$ cat src/rtl/sinc2_pkg.sv
package sinc2_pkg;

  localparam int CNT_W = 9;

  typedef enum logic [1:0] {
    MODE_SUMS  = 2'd0,
    MODE_CONV  = 2'd1,
    MODE_COMB  = 2'd2,
    MODE_COMB2 = 2'd3
  } mode_e;

  function automatic logic [CNT_W-1:0] rate_len(input logic [2:0] code);
    logic [CNT_W-1:0] len;
    case (code)
      3'd1:    len = CNT_W'(32);
      3'd2:    len = CNT_W'(50);
      3'd3:    len = CNT_W'(64);
      3'd4:    len = CNT_W'(125);
      3'd5:    len = CNT_W'(128);
      3'd6:    len = CNT_W'(250);
      3'd7:    len = CNT_W'(256);
      default: len = '0;
    endcase
    return len;
  endfunction

endpackage

$ cat src/rtl/sinc2_rate_ctr.sv
module sinc2_rate_ctr
  import sinc2_pkg::*;
(
  input  logic             clk,
  input  logic             rst,
  input  logic             clr,
  input  logic             take,
  input  logic [CNT_W-1:0] len,
  output logic [CNT_W-1:0] cnt,
  output logic             last
);

  logic running;

  assign running = (len != '0);
  assign last    = take && running && (cnt >= len - CNT_W'(1));

  always_ff @(posedge clk) begin
    if (rst || clr) begin
      cnt <= '0;
    end else if (take && running) begin
      cnt <= last ? '0 : cnt + CNT_W'(1);
    end
  end

endmodule

$ cat src/rtl/sinc2_integ.sv
module sinc2_integ #(
  parameter int ACC_W = 18
) (
  input  logic                    clk,
  input  logic                    rst,
  input  logic                    clr,
  input  logic                    take,
  input  logic                    dump,
  input  logic                    bit_in,
  input  logic                    zero_neg,
  output logic signed [ACC_W-1:0] sum2_nx
);

  logic signed [ACC_W-1:0] inc;
  logic signed [ACC_W-1:0] sum1;
  logic signed [ACC_W-1:0] sum2;
  logic signed [ACC_W-1:0] sum1_nx;

  always_comb begin
    if (bit_in)        inc = ACC_W'(1);
    else if (zero_neg) inc = '1;
    else               inc = '0;
  end

  assign sum1_nx = sum1 + inc;
  assign sum2_nx = sum2 + sum1_nx;

  always_ff @(posedge clk) begin
    if (rst || clr) begin
      sum1 <= '0;
      sum2 <= '0;
    end else if (take) begin
      if (dump) begin
        sum1 <= '0;
        sum2 <= '0;
      end else begin
        sum1 <= sum1_nx;
        sum2 <= sum2_nx;
      end
    end
  end

endmodule

$ cat src/rtl/sinc2_comb.sv
module sinc2_comb
  import sinc2_pkg::*;
#(
  parameter int ACC_W = 18,
  parameter int OUT_W = 16
) (
  input  logic                    clk,
  input  logic                    rst,
  input  logic                    clr,
  input  logic                    fire,
  input  logic [1:0]              mode,
  input  logic [1:0]              shift_code,
  input  logic signed [ACC_W-1:0] sum2,
  output logic [OUT_W-1:0]        res,
  output logic                    valid
);

  logic signed [ACC_W-1:0] hist1;
  logic signed [ACC_W-1:0] hist2;
  logic signed [ACC_W-1:0] diff1;
  logic signed [ACC_W-1:0] diff2;
  logic signed [ACC_W-1:0] pick;
  logic signed [ACC_W-1:0] scaled;

  assign diff1 = sum2 - hist1;
  assign diff2 = diff1 - hist2;

  always_comb begin
    if (mode == MODE_COMB || mode == MODE_COMB2) pick = diff2;
    else                                         pick = sum2;
  end

  always_comb begin
    case (shift_code)
      2'd1:    scaled = pick >>> 1;
      2'd2:    scaled = pick >>> 2;
      2'd3:    scaled = pick >>> 4;
      default: scaled = pick;
    endcase
  end

  always_ff @(posedge clk) begin
    if (rst) begin
      hist1 <= '0;
      hist2 <= '0;
      res   <= '0;
      valid <= 1'b0;
    end else begin
      valid <= fire && !clr;
      if (clr) begin
        hist1 <= '0;
        hist2 <= '0;
      end else if (fire) begin
        hist1 <= sum2;
        hist2 <= diff1;
        res   <= scaled[OUT_W-1:0];
      end
    end
  end

endmodule

$ cat src/rtl/sinc2_decim.sv
module sinc2_decim
  import sinc2_pkg::*;
#(
  parameter int ACC_W = 18,
  parameter int OUT_W = 16
) (
  input  logic                 clk,
  input  logic                 rst,
  input  logic                 bit_in,
  input  logic                 bit_en,
  input  logic [1:0]           cfg_mode,
  input  logic [2:0]           cfg_rate,
  input  logic                 cfg_zero_neg,
  input  logic [1:0]           cfg_shift,
  input  logic                 res_wr,
  output logic [7:0]           res_hi,
  output logic [7:0]           res_lo,
  output logic                 res_valid
);

  localparam int BYTE_W = 8;

  logic [CNT_W-1:0]        len;
  logic [CNT_W-1:0]        cnt;
  logic                    last;
  logic                    take;
  logic                    fire;
  logic                    dump;
  logic signed [ACC_W-1:0] sum2_nx;
  logic [OUT_W-1:0]        res;

  assign len  = rate_len(cfg_rate);
  assign take = bit_en && (len != '0) && !res_wr;
  assign fire = last;
  assign dump = last && (cfg_mode == MODE_CONV);

  sinc2_rate_ctr u_ctr (
    .clk  (clk),
    .rst  (rst),
    .clr  (res_wr),
    .take (take),
    .len  (len),
    .cnt  (cnt),
    .last (last)
  );

  sinc2_integ #(.ACC_W(ACC_W)) u_integ (
    .clk      (clk),
    .rst      (rst),
    .clr      (res_wr),
    .take     (take),
    .dump     (dump),
    .bit_in   (bit_in),
    .zero_neg (cfg_zero_neg),
    .sum2_nx  (sum2_nx)
  );

  sinc2_comb #(.ACC_W(ACC_W), .OUT_W(OUT_W)) u_comb (
    .clk        (clk),
    .rst        (rst),
    .clr        (res_wr),
    .fire       (fire),
    .mode       (cfg_mode),
    .shift_code (cfg_shift),
    .sum2       (sum2_nx),
    .res        (res),
    .valid      (res_valid)
  );

  assign res_hi = res[OUT_W-1 -: BYTE_W];
  assign res_lo = res[BYTE_W-1:0];

endmodule

$ cat config.mk
export PLATFORM = sky130hd
export DESIGN_NAME = sinc2_decim
export DESIGN_NICKNAME = d
export VERILOG_FILES = /design/src/rtl/sinc2_pkg.sv /design/src/rtl/sinc2_rate_ctr.sv /design/src/rtl/sinc2_integ.sv /design/src/rtl/sinc2_comb.sv /design/src/rtl/sinc2_decim.sv
export SDC_FILE = /design/constraint.sdc
export NUM_CORES = 1
export LEC_CHECK = 0
export ABC_AREA = 1
export BUFFER_PORTS_ARGS = -buffer_cell sky130_fd_sc_hd__buf_2
export CORE_AREA = 5 5 137 100
export CTS_CLUSTER_DIAMETER = 100
export DETAILED_ROUTE_END_ITERATION = 12
export DIE_AREA = 0 0 142 105
export PLACE_DENSITY = 0.84
export SLEW_MARGIN = 10
export SYNTH_ARGS = -nofsm -noshare
export SYNTH_HDL_FRONTEND = slang
export SYNTH_SLANG_ARGS = --single-unit
$ cat constraint.sdc
create_clock -name clk -period 9.2 [get_ports clk]
set_clock_uncertainty 0.2 [all_clocks]
set_input_delay 1.38 -clock clk [delete_from_list [all_inputs] [get_ports clk]]
set_output_delay 1.38 -clock clk [all_outputs]
set_load 0.05 [all_outputs]
# Yosys cells after proc, flatten, opt, wreduce, memory -nomap -nowiden

Cells that the tools add are included.

Register bits after elaboration: 98
Input bits: 13
Output and inout port bits: 17
Word-level logic and storage cells: 48

Add/sub/neg operators: 6
$lt $le $gt $ge: 1
Eq/ne operators: 13
Muxes and demuxes: 8
Bitwise logic cells: 1
Reduce and logical (&&, ||, !) cells: 12

Operators with widths:

| kind                                                               | number |
|---|---|
| 18-bit two-way mux                                                 | 5 |
| 9-bit case mux with 7 select lines                                 | 1 |
| 16-bit case mux with 3 select lines                                | 1 |
| 18-bit adder                                                       | 2 |
| 18-bit subtractor                                                  | 2 |
| 3-bit == test, second input constant                               | 4 |
| 9-bit by 1-bit adder with 9-bit output, second input constant      | 1 |
| 9-bit >= comparator                                                | 1 |
| 9-bit two-way mux                                                  | 1 |
| 9-bit nonzero test                                                 | 1 |
| 9-bit by 1-bit subtractor with 9-bit output, second input constant | 1 |
| 2-bit == test, second input constant                               | 4 |
| 3-bit by 2-bit == test with 1-bit output, second input constant    | 2 |
| 1-bit logical AND                                                  | 6 |
| 2-bit by 1-bit == test with 1-bit output, second input constant    | 2 |
| 3-bit by 1-bit == test with 1-bit output, second input constant    | 1 |
| 1-bit logical OR                                                   | 2 |
| 2-bit AND reduction                                                | 1 |
| 2-bit OR reduction                                                 | 1 |
| 1-bit logical NOT                                                  | 1 |
| 1-bit inverter                                                     | 1 |

# Depth between registers and ports, before layout

Gate-level depths: netlist (run 1).

Word-level depth: 9
Gate-level depth with buffers: 48
Depth with buffers taken out: 47

# Hierarchy

A second synthesis (run 1) with hierarchy kept.

Cell total of the unflattened synthesis: 1,306
Area, all modules: 8,567.0 um^2

Modules (own cells, without submodules):

| module         | times used | cells an instance | area an instance (um^2) | seq. area each (um^2) |
|---|---|---|---|---|
| sinc2_comb     | 1          | 667               | 4,359.2                 | 1,061.0 |
| sinc2_integ    | 1          | 484               | 3,190.6                 | 720.7 |
| sinc2_rate_ctr | 1          | 132               | 924.6                   | 180.2 |
| sinc2_decim    | 1          | 23                | 92.6                    | 0.0 |

# Worst setup path before layout (run 1)

No wires, ideal clock.

Path kind: input-to-reg
From: input bit_in
To: register u_comb.res[14]
Library setup time: 132 ps
Arrival time: 6,480 ps
Required time: 8,868 ps
Setup slack: 2,388 ps
Stages on the path: 43
Path buffers: 1
Cells stage by stage: inv_2 -> buf_6 -> nand2_1 -> ha_1 -> ha_1 -> inv_1 -> nand2_1 -> nand3_1 -> o21ai_1 -> inv_1 -> nor2_1 -> a21oi_1 -> xor2_1 -> ha_1 -> nand2_1 -> nand2_1 -> a31o_2 -> xor2_1 -> [7 not listed] -> o21ai_0 -> nand3_1 -> nand2_1 -> nand3_1 -> nand2_1 -> xor2_1 -> ha_1 -> a21oi_1 -> o31ai_1 -> a21oi_1 -> a21oi_1 -> nand3b_1 -> o21ai_0 -> nor2_1 -> nor2_1 -> nand2_1 -> nand2_1 -> a21oi_2

Word-level cells in the longest chain between the ends: 7

RTL lines:

| item                                | line              | RTL |
|---|---|---|
| start: declaration                  | sinc2_decim.sv:9  | `input logic bit_in,` |
| 18-bit two-way mux                  | sinc2_integ.sv:20 | `if (bit_in) inc = ACC_W'(1);` |
| 18-bit adder                        | sinc2_integ.sv:25 | `assign sum1_nx = sum1 + inc;` |
| 18-bit adder                        | sinc2_integ.sv:26 | `assign sum2_nx = sum2 + sum1_nx;` |
| via sum2_nx[7]                      | sinc2_decim.sv:29 | `logic signed [ACC_W-1:0] sum2_nx;` |
| 18-bit subtractor                   | sinc2_comb.sv:25  | `assign diff1 = sum2 - hist1;` |
| via u_comb.diff1[15]                | sinc2_comb.sv:20  | `logic signed [ACC_W-1:0] diff1;` |
| 18-bit subtractor                   | sinc2_comb.sv:26  | `assign diff2 = diff1 - hist2;` |
| 18-bit two-way mux                  | sinc2_comb.sv:29  | `if (mode == MODE_COMB \|\| mode == MODE_COMB2) pick = diff2;` |
| 16-bit case mux with 3 select lines | sinc2_comb.sv:34  | `case (shift_code)` |
| end signal: assignment              | sinc2_comb.sv:56  | `res <= scaled[OUT_W-1:0];` |
| end: declaration                    | sinc2_comb.sv:14  | `output logic [OUT_W-1:0] res,` |

The timed path passes the listed nets, and every way through them passes these cells.
A chain may end at the register's enable or synchronous reset.

# Final worst setup path (run 1)

From: input bit_in
To: register u_comb.res[13]

Same word-level chain as after synthesis.

==> run_results.csv, run 1 <==
group,metric,value,unit
status,outcome,"finished clean",
finish,multi_input_area,5020,sq um
worst_setup_path,cp_slowest_stage_delay,0.37,ns
clock_network,clkSinkCount,98,
global_route,grt_max_degree,43,
clock_network,cts_resized,0,
finish,syn_to_final_growth,7.07,%
timing,max_freq,0.127,GHz
worst_setup_path,crit_buf_inv,7,
power,p_leak,3.71,nW
timing,slew_headroom,28.9,%
timing,rsz0062_at_grt,"false",
global_route,grt_pass1_wl,32.7,mm
timing,hold_ws,0.256,ns
worst_setup_path,crit_fanout,26,
power,combPwrFrac,34.8,%
global_route,grt_pass1_vias,6950,
place,dp_hpwl,14.7,mm
timing,tns,0,ns
place,place_ws,1.12,ns
synthesis,ys_top_cells_by_count,"279 x nand2_1, 152 x inv_1, 137 x a21oi_1, 98 x dfxtp_1, 90 x o21ai_0",
timing,finalHoldViolations,0,
global_route,grtUsageTotal,26.0,%
drt,drt-pass1-iter-count,5,
clock_network,cts_hold_buf,0,
drt,drtAntennaViolNets,0,
synthesis,yosys.area.top_type,"dfxtp_1",
power,power_density,158,nW/um^2
drt,drt_iter0_drc,627,
global_route,grt-ovfl-total,0,
synthesis,yosys_warnings,0,
clock_network,cts_made_buffers,9,
synthesis,yosysSeqAreaShare,25.3,%
power,internal-power,0.000836,W
die,core,12200,sq um
die,die_x,142,um
power,pwr-share-clk,32.4,%
synthesis,synth-edff-count,0,
finish,drive_gt1_share,8.97,%
worst_setup_path,crit_start,"bit_in",
drt,routed_wl,19.4,mm
synthesis,ys_ff_latch,98,
timing,drv_slew,0,
flow_run,cap_viol_max_count,0,
power,vdd_drop_max,108,uV
finish,regArea,1960,sq um
worst_setup_path,cp.required,9.24,ns
drt,wl_per_cell,14.5,um
clock_network,cts_max_level,3,
timing,period_needed,7.88,ns
clock_network,clkLatencyLatePin,0.35,ns
worst_setup_path,worst_ep_arrival_time,7.92,ns
synthesis,synth_area_per_cell,6.62,sq um
finish,fillCellCount,1097,
finish,fin_nets,1261,
worst_setup_path,regToRegStartpoint,"u_integ.sum1[0]",
clock_network,clockBufferDepth,2,
place,place.gp.congestion,1.01,
drt,vias,7718,
timing,setup_ws,1.32,ns
clock_network,cts.clk_slew.worst_paths,0.07,ns
timing,tightest_slew,1.06,ns
global_route,antenna_found_initial,0,
die,row_count,34,
clock_network,cts.root.buffer_cell,"clkbuf_16",
place,placed_cells,1329,
power,power_frac_seq,32.8,%
place,io_buffers,29,
drt,drc,0,
synthesis,synthesis.nets,1253,
die,initial_core_util,63.7,%
clock_network,cts_tree,"yes",
power,p_sw,0.000473,W
die,die_area,14900,sq um
synthesis,synthDistinctLibCells,48,
worst_setup_path,endpoint_kind,"flop",
synthesis,synth_top_cell_area_share,25.3,%
worst_setup_path,cpMostUsedCell,"nand2_1",
synthesis,synthFlopType,"dfxtp_1",
hold_path,worstHoldStart,"u_comb.hist1[9]",
finish,n_antenna_cell,0,
worst_setup_path,crit_path_top_delay_cell,"ha_1",
power,swShare,36.1,%
drt,routed_via_density,5.74,
die,ios,30,
synthesis,yosysMostFrequentCell,"nand2_1",
synthesis,synthArstFlopShare,0,%
timing,finalCritPeriodShare,85.7,%
synthesis,synth_area,7750,sq um
timing,setup_viol_count_final,0,
hold_path,hold_class,"flop to flop",
clock_network,post_cts_buffers,0,
worst_setup_path,path_class,"input pin to flop",
synthesis,synthCells,1170,
worst_setup_path,crit_path_start_kind,"input pin",
die,die_h,105,um
synthesis,yosys-top-cells-area,"dfxtp_1 25%, nand2_1 14%, ha_1 11%, a21oi_1 8.9%, inv_1 7.4%",
finish,final_cells,1344,
worst_setup_path,critPathTopFamily,"simple AND/OR/NAND/NOR gates",
power,total_power,0.00131,W
[power by group through the flow]
stage                     registers [W]  logic, W  clock network (W)
after floorplan                0.000438  0.000342                  0
after global placement         0.000439  0.000432                  0
after detailed placement       0.000439  0.000437                  0
after CTS                      0.000429  0.000442           0.000428
after global routing           0.000430  0.000508           0.000446
final                          0.000429  0.000455           0.000424
[worst min-delay path, delay by kind of cell (launching register included)]
kind            cells  cell delay (ns)
flops               1             0.30
compound gates      1             0.05
buf+inv             1             0.06
[stage by stage]
step | instance area [sq um] | utilization, %
2_1_floorplan | 7750 | -
3_3_place_gp | 7970 | 65.5
3_5_place_dp | 7970 | 65.5
4_1_cts | 8300 | 68.2
5_1_grt | 8300 | 68.2
6_report | 8300 | 68.2
[flip-flops by register name, summed over array words and instances, names as in the netlist]
signal        cells
u_comb.hist2     18
u_integ.sum1     18
u_comb.res       16
u_comb.valid      1
u_ctr.cnt         9
u_comb.hist1     18
u_integ.sum2     18
[cell type report]
type                       count  share of cell area (%)
multi-input combinational    877                    60.6
clock inverter                 4                   0.905
clock buffer                  11                    3.05
inverter                     157                    7.10
timing repair buffer          35                    2.29
sequential                    98                    23.7
tap                          162                    2.44
[metal layers]
metal	share of wire, %	GRT usage (%)	vias to the layer above
li1	-	-	3892
met1	49	38.8	3519
met2	42	37.9	279
met3	7.7	5.75	28
met4	1.5	6.44	0
met5	0	0	-
[worst paths after layout]
kind,end,slack [ns],depth (start not counted)
worst min register to register,u_comb.hist1[9],0.26,2
worst max register to register,u_comb.res[13],2.53,41
worst max-delay path,u_comb.res[13],1.32,46
worst min-delay path,u_comb.hist1[9],0.26,2
[kinds of logic (layout without fill, tap and decap cells)]
group	after synthesis	in the layout	synth area share, %
AOI/OAI and AO/OA	290	290	20.6
xor gates and xnor gates	53	53	5.99
adders and majority gates	70	70	11.6
DFF	98	98	25.3
buffers and inverters	195	207	9.84
and+or+nand+nor	464	464	26.7
[placed cells by master (no fill, tap or decap), types with 3 or more instances in the layout]
cell | Yosys | final
buf_4 | 2 | 6
inv_2 | 3 | 3
o31ai_1 | 4 | 4
xor2_1 | 38 | 38
dfxtp_1 | 98 | 98
nor2_4 | 4 | 4
a21oi_2 | 3 | 3
ha_1 | 67 | 67
o22ai_1 | 9 | 9
o21bai_1 | 4 | 4
nand2_2 | 18 | 18
fa_1 | 3 | 3
xnor2_1 | 15 | 15
nor3_1 | 7 | 7
o211ai_1 | 7 | 7
nand3_1 | 74 | 74
or2_2 | 8 | 8
a41oi_1 | 4 | 4
nand3_2 | 12 | 12
a211oi_1 | 3 | 3
inv_1 | 152 | 152
o21ai_0 | 90 | 90
buf_2 | 0 | 29
nand2_1 | 279 | 279
clkbuf_16 | 0 | 9
nor2_1 | 47 | 47
nand3b_1 | 3 | 3
nor2_2 | 3 | 3
a31oi_1 | 12 | 12
a21oi_1 | 137 | 137
o21ai_1 | 7 | 7
No activity file was read; power rests on OpenSTA's default activity.
==> run 2: changes to the inputs <==
--- a/config.mk
+++ b/config.mk
@@ -11,7 +11,7 @@
 export CTS_CLUSTER_DIAMETER = 100
 export DETAILED_ROUTE_END_ITERATION = 12
 export DIE_AREA = 0 0 142 105
-export PLACE_DENSITY = 0.84
+export PLACE_DENSITY = 0.82
 export SLEW_MARGIN = 10
 export SYNTH_ARGS = -nofsm -noshare
 export SYNTH_HDL_FRONTEND = slang
==> run_results.csv, run 2 (synthesis gave the netlist of run 1 again) <==
group,metric,value,unit
status,outcome,"finished clean",
timing,setup_viol_count_final,0,
clock_network,cts.root.buffer_cell,"clkbuf_16",
finish,syn_to_final_growth,7.25,%
drt,wl_per_cell,14.5,um
worst_setup_path,endpoint_kind,"flop",
timing,finalCritPeriodShare,86.8,%
clock_network,cts.clk_slew.worst_paths,0.08,ns
worst_setup_path,cpMostUsedCell,"nand2_1",
power,pwr-share-clk,32.9,%
worst_setup_path,worst_ep_arrival_time,8.08,ns
finish,n_antenna_cell,0,
die,die_area,14900,sq um
finish,drive_gt1_share,9.12,%
clock_network,cts_max_level,3,
finish,regArea,1960,sq um
global_route,grt_pass1_wl,32.4,mm
clock_network,cts_resized,0,
worst_setup_path,crit_path_start_kind,"input pin",
worst_setup_path,worst_r2r_endpoint,"u_comb.res[11]",
finish,final_cells,1346,
die,die_h,105,um
timing,tns,0,ns
worst_setup_path,ff2ff_path_depth,37,
timing,slew_headroom,28.7,%
timing,finalHoldViolations,0,
die,ios,30,
finish,final_cell_area,8310,sq um
clock_network,cts_made_buffers,9,
clock_network,cts_tree,"yes",
worst_setup_path,cp.required,9.30,ns
place,placed_area,7980,sq um
power,internal-power,0.000834,W
worst_setup_path,cp_slowest_stage_delay,0.41,ns
timing,rsz0062_at_grt,"false",
clock_network,clkSinkCount,98,
drt,wl_met2,7.95,mm
drt,routed_via_density,5.70,
flow_run,cap_viol_max_count,0,
timing,period_needed,7.98,ns
hold_path,hold_class,"flop to flop",
power,p_sw,0.000481,W
timing,tightest_slew,1.06,ns
power,swShare,36.6,%
worst_setup_path,crit_path_top_delay_cell,"ha_1",
place,io_buffers,29,
power,vdd_drop_max,95.8,uV
finish,fillCellCount,1073,
power,power_density,158,nW/um^2
die,core,12200,sq um
clock_network,post_cts_buffers,0,
power,power_frac_seq,32.7,%
drt,m1WireLength,9.32,mm
finish,final_common_cell,"nand2_1",
die,initial_core_util,63.7,%
die,row_count,34,
global_route,grtUsageTotal,25.9,%
die,die_x,142,um
global_route,antenna_found_initial,1,
drt,drt_iter0_drc,742,
finish,multi_input_area,5020,sq um
timing,setup_ws,1.22,ns
drt,top_layer,"met4",
power,combPwrFrac,34.4,%
power,p_leak,3.73,nW
finish,layout_common_cells,"279 x nand2_1, 152 x inv_1, 137 x a21oi_1",
place,dp_hpwl,14.8,mm
clock_network,cts_hold_buf,0,
drt,drtAntennaViolNets,0,
drt,drt-pass1-iter-count,6,
drt,wl_met3,1.94,mm
worst_setup_path,path_class,"input pin to flop",
worst_setup_path,crit_end,"u_comb.res[11]",
timing,drv_slew,0,
worst_setup_path,reg2reg_setup_slack,2.44,ns
drt,routed_wl,19.5,mm
drt,drc,0,
worst_setup_path,crit_start,"bit_in",
clock_network,clkLatencyLatePin,0.36,ns
place,place.gp.congestion,0.982,
place,placed_cells,1330,
global_route,grt-ovfl-total,0,
worst_setup_path,regToRegStartpoint,"u_integ.sum1[0]",
timing,hold_ws,0.257,ns
global_route,grt_max_degree,43,
timing,max_freq,0.125,GHz
drt,vias,7672,
clock_network,clockBufferDepth,2,
worst_setup_path,crit_fanout,26,
place,place_ws,1.07,ns
global_route,grt_pass1_vias,6780,
finish,fin_nets,1262,
[run 2: cell count changes in the layout (fill, tap and decap cells not counted), sizes merged]
cell,delta
buf,+1
clkbuf,-1
clkinvlp,-2
inv,+4
[run 2: final cells by class]
type / count / share of cell area (%)
Tap cell: 162 / 2.44
Clock buffer: 10 / 2.88
Timing Repair Buffer: 36 / 2.38
Sequential cell: 98 / 23.6
Inverter: 157 / 7.09
Clock inverter: 6 / 1.14
Multi-Input combinational cell: 877 / 60.5
[run 2: critical path: cells and delay by family]
family	cells	cell delay [ns]
simple gates	20	2.28
buf+inv	7	0.72
xor+xnor	2	0.57
fa+ha+maj	4	1.27
compound gates	9	1.84
[run 2: how the worst min path moves through the flow]
stage | start | to | slack, ns | cells past startpoint
after global routing | u_comb.hist2[4] | u_comb.hist2[4] | 0.28 | 2
after detailed placement | u_comb.hist1[4] | u_comb.hist1[4] | 0.25 | 2
final | u_comb.hist2[2] | u_comb.hist2[2] | 0.26 | 2
after global placement | u_comb.hist1[9] | u_comb.hist1[9] | 0.24 | 2
after floorplan | u_comb.hist1[6] | u_comb.hist1[6] | 0.23 | 2
after CTS | u_comb.hist1[8] | u_comb.hist1[8] | 0.26 | 2
[run 2: metrics by stage]
| stage | util (%) | total power (W) |
|---|---|---|
| 2_1_floorplan | - | 0.000780 |
| 3_3_place_gp | 65.5 | 0.000871 |
| 3_5_place_dp | 65.5 | 0.000875 |
| 4_1_cts | 68.3 | 0.00131 |
| 5_1_grt | 68.3 | 0.00139 |
| 6_report | 68.3 | 0.00131 |
[run 2: power groups by stage]
stage          Combinational, W  Sequential [W]  Clock (W)
4_1_cts                0.000440        0.000429   0.000436
3_5_place_dp           0.000436        0.000439          0
5_1_grt                0.000505        0.000430   0.000458
2_1_floorplan          0.000342        0.000438          0
6_report               0.000452        0.000429   0.000433
3_3_place_gp           0.000432        0.000439          0
[run 2: layer usage]
layer  vias up  track usage, %
li1       3892               -
met2       333            37.7
met1      3417            39.2
met5         -               0
met3        30            5.34
met4         0            5.68
